`config.mk`:
```
export PLATFORM = sky130hd
export DESIGN_NAME = dup_parity_table
export DESIGN_NICKNAME = d
export VERILOG_FILES = /design/src/rtl/dpt_pkg.sv /design/src/rtl/dpt_table.sv /design/src/rtl/dpt_tx_port.sv /design/src/rtl/dpt_rx_classify.sv /design/src/rtl/dup_parity_table.sv
export SDC_FILE = /design/constraint.sdc
export NUM_CORES = 1
export LEC_CHECK = 0
export BUFFER_PORTS_ARGS = -buffer_cell sky130_fd_sc_hd__buf_2
export CORE_UTILIZATION = 59
export CTS_BUF_LIST = sky130_fd_sc_hd__clkbuf_8
export DETAILED_ROUTE_END_ITERATION = 8
export MAX_ROUTING_LAYER = met4
export PLACE_DENSITY = 0.78
export SLEW_MARGIN = 40
export SYNTH_ARGS = -nofsm -noshare
export SYNTH_HDL_FRONTEND = slang
export SYNTH_SLANG_ARGS = --single-unit
export TNS_END_PERCENT = 5
```
`constraint.sdc`:
```
create_clock -name clk_i -period 3.3 [get_ports clk_i]
set_clock_uncertainty 0.05 [all_clocks]
set_input_delay 0.165 -clock clk_i [delete_from_list [all_inputs] [get_ports clk_i]]
set_output_delay 0.165 -clock clk_i [all_outputs]
set_load 0.01 [all_outputs]
```
`src/rtl/dpt_pkg.sv`:
```
package dpt_pkg;
  typedef enum logic [1:0] {
    DEC_ACCEPT = 2'b00,
    DEC_DUP    = 2'b01,
    DEC_SYNC   = 2'b10,
    DEC_NAK    = 2'b11
  } rx_dec_e;
endpackage

```
`src/rtl/dpt_table.sv`:
```
module dpt_table #(
  parameter int NODE_W = 6,
  localparam int NODES = 1 << NODE_W
) (
  input  logic              clk_i,
  input  logic              rst_ni,
  input  logic              rx_we_i,
  input  logic [NODE_W-1:0] rx_idx_i,
  input  logic              rx_val_i,
  input  logic              tgl_i,
  input  logic [NODE_W-1:0] tgl_idx_i,
  input  logic [NODE_W-1:0] rd_a_idx_i,
  output logic              rd_a_o,
  input  logic [NODE_W-1:0] rd_b_idx_i,
  output logic              rd_b_o
);
  logic [NODES-1:0] bits_q;

  for (genvar g = 0; g < NODES; g++) begin : g_ent
    logic hit_rx, hit_tgl;
    assign hit_rx  = rx_we_i && (rx_idx_i == NODE_W'(g));
    assign hit_tgl = tgl_i && (tgl_idx_i == NODE_W'(g));
    // receive write has priority over ACK flip
    always_ff @(posedge clk_i or negedge rst_ni) begin
      if (!rst_ni)      bits_q[g] <= 1'b0;
      else if (hit_rx)  bits_q[g] <= rx_val_i;
      else if (hit_tgl) bits_q[g] <= ~bits_q[g];
    end
  end

  assign rd_a_o = bits_q[rd_a_idx_i];
  assign rd_b_o = bits_q[rd_b_idx_i];
endmodule

```
`src/rtl/dpt_tx_port.sv`:
```
module dpt_tx_port #(
  parameter int NODE_W = 6
) (
  input  logic [NODE_W-1:0] node_i,
  input  logic              entry_i,
  output logic [NODE_W-1:0] rd_idx_o,
  output logic              parity_o,
  input  logic              ack_i,
  input  logic [NODE_W-1:0] ack_node_i,
  output logic              tgl_o,
  output logic [NODE_W-1:0] tgl_idx_o
);
  assign rd_idx_o  = node_i;
  assign parity_o  = ~entry_i;
  assign tgl_o     = ack_i;
  assign tgl_idx_o = ack_node_i;
endmodule

```
`src/rtl/dpt_rx_classify.sv`:
```
module dpt_rx_classify
  import dpt_pkg::*;
#(
  parameter int NODE_W  = 6,
  parameter int RETRY_W = 4
) (
  input  logic               clk_i,
  input  logic               rst_ni,
  input  logic               valid_i,
  input  logic [NODE_W-1:0]  src_i,
  input  logic [RETRY_W-1:0] retry_i,
  input  logic               parity_i,
  input  logic               sync_i,
  input  logic               nak_i,
  input  logic               entry_i,
  output logic               we_o,
  output logic               wval_o,
  output logic               dec_valid_o,
  output rx_dec_e            dec_o,
  output logic [NODE_W-1:0]  dec_src_o
);
  rx_dec_e dec_d;
  logic    is_dup;

  assign is_dup = (retry_i != '0) && (parity_i == entry_i);

  always_comb begin
    if (sync_i)      dec_d = DEC_SYNC;
    else if (is_dup) dec_d = DEC_DUP;
    else if (nak_i)  dec_d = DEC_NAK;
    else             dec_d = DEC_ACCEPT;
  end

  always_comb begin
    we_o   = 1'b0;
    wval_o = 1'b0;
    if (valid_i) begin
      unique case (dec_d)
        DEC_SYNC:   begin we_o = 1'b1; wval_o = 1'b0;     end
        DEC_ACCEPT: begin we_o = 1'b1; wval_o = parity_i; end
        default:    begin we_o = 1'b0; wval_o = 1'b0;     end
      endcase
    end
  end

  always_ff @(posedge clk_i or negedge rst_ni) begin
    if (!rst_ni) begin
      dec_valid_o <= 1'b0;
      dec_o       <= DEC_ACCEPT;
      dec_src_o   <= '0;
    end else begin
      dec_valid_o <= valid_i;
      if (valid_i) begin
        dec_o     <= dec_d;
        dec_src_o <= src_i;
      end
    end
  end
endmodule

```
`src/rtl/dup_parity_table.sv`:
```
module dup_parity_table
  import dpt_pkg::*;
#(
  parameter int NODE_W  = 6,
  parameter int RETRY_W = 4
) (
  input  logic               clk_i,
  input  logic               rst_ni,
  input  logic [NODE_W-1:0]  tx_node_i,
  output logic               tx_parity_o,
  input  logic               tx_ack_i,
  input  logic [NODE_W-1:0]  tx_ack_node_i,
  input  logic               rx_valid_i,
  input  logic [NODE_W-1:0]  rx_src_i,
  input  logic [RETRY_W-1:0] rx_retry_i,
  input  logic               rx_parity_i,
  input  logic               rx_sync_i,
  input  logic               rx_nak_i,
  output logic               dec_valid_o,
  output logic [1:0]         dec_code_o,
  output logic [NODE_W-1:0]  dec_src_o
);
  logic [NODE_W-1:0] tx_rd_idx, tgl_idx;
  logic              tx_entry, rx_entry, tgl, rx_we, rx_wval;
  rx_dec_e           dec;

  dpt_tx_port #(.NODE_W(NODE_W)) u_tx (
    .node_i     (tx_node_i),
    .entry_i    (tx_entry),
    .rd_idx_o   (tx_rd_idx),
    .parity_o   (tx_parity_o),
    .ack_i      (tx_ack_i),
    .ack_node_i (tx_ack_node_i),
    .tgl_o      (tgl),
    .tgl_idx_o  (tgl_idx)
  );

  dpt_rx_classify #(.NODE_W(NODE_W), .RETRY_W(RETRY_W)) u_rx (
    .clk_i       (clk_i),
    .rst_ni      (rst_ni),
    .valid_i     (rx_valid_i),
    .src_i       (rx_src_i),
    .retry_i     (rx_retry_i),
    .parity_i    (rx_parity_i),
    .sync_i      (rx_sync_i),
    .nak_i       (rx_nak_i),
    .entry_i     (rx_entry),
    .we_o        (rx_we),
    .wval_o      (rx_wval),
    .dec_valid_o (dec_valid_o),
    .dec_o       (dec),
    .dec_src_o   (dec_src_o)
  );

  dpt_table #(.NODE_W(NODE_W)) u_tbl (
    .clk_i      (clk_i),
    .rst_ni     (rst_ni),
    .rx_we_i    (rx_we),
    .rx_idx_i   (rx_src_i),
    .rx_val_i   (rx_wval),
    .tgl_i      (tgl),
    .tgl_idx_i  (tgl_idx),
    .rd_a_idx_i (tx_rd_idx),
    .rd_a_o     (tx_entry),
    .rd_b_idx_i (rx_src_i),
    .rd_b_o     (rx_entry)
  );

  assign dec_code_o = dec;
endmodule

```
==> summary.md <==
| Metric | Value |
|---|---|
| Run status | `finished, final reports clean` |
| H-tree depth reported by CTS | `3` |
| Buffer count from post-CTS setup fixing | `0` |
| Clock Pin Slew Worst Setup and Hold Paths | `0.10 ns` |
| Leak Pwr | `2.61 nW` |
| Count of buffers from port buffering | `38` |
| Number of instances in the placed design | `650` |
| Main flop type after synthesis | `sky130_fd_sc_hd__dfrtp_1` |
| Commonest non-fill, non-tap cell in the layout | `sky130_fd_sc_hd__mux2i_1` |
| Worst hold path type | `in -> reg` |
| CP required | `3.48 ns` |
| Die ar. | `0.00928 mm^2` |
| Max Root-Sink Buffers | `2` |
| Wire length of the first global-routing pass | `23.2 mm` |
| Count of nets left with antenna violations after detail routing | `0` |
| Largest net degree at the start of global routing | `65` |
| Clock tree from TritonCTS | `yes` |
| Half-perimeter wire length of the detailed placement result | `10.6 mm` |
| Final setup viols | `0` |
| Instance count of the mapped netlist | `529` |
| Number of placed I/O pins | `39` |
| Die span in y | `96.4 um` |
| Share of cells above drive strength 1 | `20.2%` |
| Final period utilization | `89.7%` |
| Cts hold-fix bufs | `1` |
| Final critical-path required period | `2.96 ns` |
| Gp weighted congestion | `1.03` |
| Post-synthesis register bit count | `73` |
| Vias in the first global route | `4241` |
| Sequential element share of the synthesized area | `34.8%` |
| Data arrival time of the critical path | `3.14 ns` |
| Clock latency on the worst-skew pair | `0.37 ns` |
| Syn Std Cell Area | `0.00525 mm^2` |
| TritonRoute pass-1 iters | `6` |
| Core Footprint | `0.00868 mm^2` |
| Count of endpoints failing hold in the final timing report | `0` |
| Final standard cell utilization of the core | `66.7%` |
| Critical path endpoint category | `flip-flop` |
| Total Routed Length | `15.4 mm` |
| Maximum vdd drop | `0.000263 V` |
| Biggest fanout along the worst timing path | `21` |
| Setup_tns | `0 ns` |
| Number of flops mapped to enable cells by yosys | `0` |
| Element type at the critical path start | `flip-flop` |
| Worst slack on hold paths | `0.00888 ns` |
| Synthesis warning total | `0` |
| Antenna violations before repair | `0` |
| Mapped Nets | `558` |
| Final total power | `3.19 mW` |
| Average footprint of a synthesized cell | `9.93 um^2` |
| Post_cts resized | `0` |
| Most area-consuming cells after synthesis | `sky130_fd_sc_hd__dfrtp_1 35%, sky130_fd_sc_hd__mux2i_1 14%, sky130_fd_sc_hd__mux4_2 13%` |
| Final layout net count | `583` |
| Routed length per placed instance | `23.0 um` |
| Post-DR vias/cell | `6.87` |
| Starting density of the core | `60.5%` |
| Num rows | `34` |
| All-Layer GR Usage | `35.9%` |
| Share of the synthesized area in the top cell type | `34.8%` |
| Clock Tree Root | `sky130_fd_sc_hd__clkbuf_8` |
| Share of synthesized registers carrying an async set or reset | `100%` |
| Final Max Slew Viols | `0` |
| Cell accounting for the most synthesized area | `sky130_fd_sc_hd__dfrtp_1` |
| Total CTS buffers | `9` |
| Unrepaired setup endpoints after global routing | `false` |
| Most frequent cells in the layout | `76 x sky130_fd_sc_hd__mux2i_1, 73 x sky130_fd_sc_hd__dfrtp_1, 68 x sky130_fd_sc_hd__nand3_1` |
| Cell Pwr Density | `551 mW/mm^2` |
| CTS Sinks | `73` |
| Global-route congestion overflow total | `0` |
| Area overhead of the layout relative to synthesis | `10.2%` |
| Drt initial violations | `606` |
| Die Wd | `96.4 um` |
| Antenna Diode Count | `0` |
| Relative slew slack | `48.4%` |
| Via count | `4584` |
| Layout Cells excl Fill | `667` |
| Count of maximum capacitance violations | `0` |
| Kind of critical path | `reg -> reg` |
| F_max | `0.338 GHz` |
| Netlist cell types | `43` |
| Worst Tran Pin Value | `0.769 ns` |
| Residual DRC count | `0` |
-- cell usage after synthesis (2+ instances only) --
cell / number
sky130_fd_sc_hd__a21oi_1: 3
sky130_fd_sc_hd__a22oi_1: 6
sky130_fd_sc_hd__and2_1: 2
sky130_fd_sc_hd__buf_1: 7
sky130_fd_sc_hd__buf_2: 12
sky130_fd_sc_hd__buf_4: 2
sky130_fd_sc_hd__clkbuf_1: 17
sky130_fd_sc_hd__dfrtp_1: 73
sky130_fd_sc_hd__inv_1: 6
sky130_fd_sc_hd__mux2_1: 2
sky130_fd_sc_hd__mux2_2: 5
sky130_fd_sc_hd__mux2i_1: 76
sky130_fd_sc_hd__mux4_2: 30
sky130_fd_sc_hd__nand2_1: 55
sky130_fd_sc_hd__nand2b_1: 6
sky130_fd_sc_hd__nand3_1: 69
sky130_fd_sc_hd__nand4_1: 2
sky130_fd_sc_hd__nor2_1: 42
sky130_fd_sc_hd__nor2b_1: 6
sky130_fd_sc_hd__nor3_1: 11
sky130_fd_sc_hd__nor3b_1: 2
sky130_fd_sc_hd__nor4_1: 2
sky130_fd_sc_hd__o211ai_1: 2
sky130_fd_sc_hd__o21ai_0: 5
sky130_fd_sc_hd__or2_2: 5
sky130_fd_sc_hd__xnor2_1: 21
sky130_fd_sc_hd__xor2_1: 44
-- registers in the layout, indices dropped and copies added, names as in the netlist --
signal and count:
u_rx.dec_o 2, u_rx.dec_src_o 6, u_rx.dec_valid_o 1, u_tbl.bits_q 64
-- report_power, final --
part / internal [mW] / switching (mW) / leakage, nW
Sequential: 1.15 / 0.284 / 0.924
Combinational: 0.513 / 0.440 / 1.58
Clock: 0.426 / 0.380 / 0.107
Total: 2.09 / 1.10 / 2.61
-- area by class of cell --
class	count	area, um^2
sequential	73	1830
inverter	6	22.5
multi-input combinational	412	3260
tap	108	135
fill	684	2890
timing repair buffer	52	323
clock inverter	7	96.3
clock buffer	9	124
-- path summary, 6_finish.rpt --
kind	startpoint	to	slack, ns	cells after the start
worst max register to register	u_tbl.bits_q[7]	u_tbl.bits_q[50]	0.34	9
max in group asynchronous	rst_ni	u_tbl.bits_q[57]	2.45	3
worst min-delay path	rx_valid_i	u_rx.dec_valid_o	0.009	1
worst max-delay path	u_tbl.bits_q[7]	u_tbl.bits_q[50]	0.34	9
min in group asynchronous	rst_ni	u_tbl.bits_q[15]	0.32	3
worst min register to register	u_rx.dec_src_o[2]	u_rx.dec_src_o[2]	0.45	1
-- critical path: stages, from the launching register on --
cell	delay, ns
sky130_fd_sc_hd__dfrtp_1	0.44
sky130_fd_sc_hd__mux4_2	0.49
sky130_fd_sc_hd__a22oi_1	0.20
sky130_fd_sc_hd__a21oi_1	0.08
sky130_fd_sc_hd__or4b_1	0.52
sky130_fd_sc_hd__o21ai_2	0.14
sky130_fd_sc_hd__mux2i_4	0.32
sky130_fd_sc_hd__buf_4	0.28
sky130_fd_sc_hd__nand3_1	0.12
sky130_fd_sc_hd__mux2i_1	0.17
-- stage by stage --
| stage | setup WS [ns] | cell area (um^2) |
|---|---|---|
| 6_report | 0.340 | 5790 |
| 3_5_place_dp | 0.205 | 5560 |
| 3_3_place_gp | 0.249 | 5550 |
| 5_1_grt | 0.216 | 5790 |
| 2_1_floorplan | 0.425 | 5250 |
| 4_1_cts | 0.349 | 5790 |
-- per-layer routing --
metal  global-route usage, %  routed length, um
met5                       -                  0
met4                    18.0                746
met3                    6.40               1680
met2                    54.9               7090
met1                    46.1               5850
-- logic make-up after synthesis --
family	count (synthesis)	synth area share (%)
flops	73	34.8
xor+xnor	65	10.8
mux	114	29.1
simple gates	209	18.6
compound gates	24	3.10
buf+inv	44	3.57
Note: power is estimated with default switching activity, not from simulation.
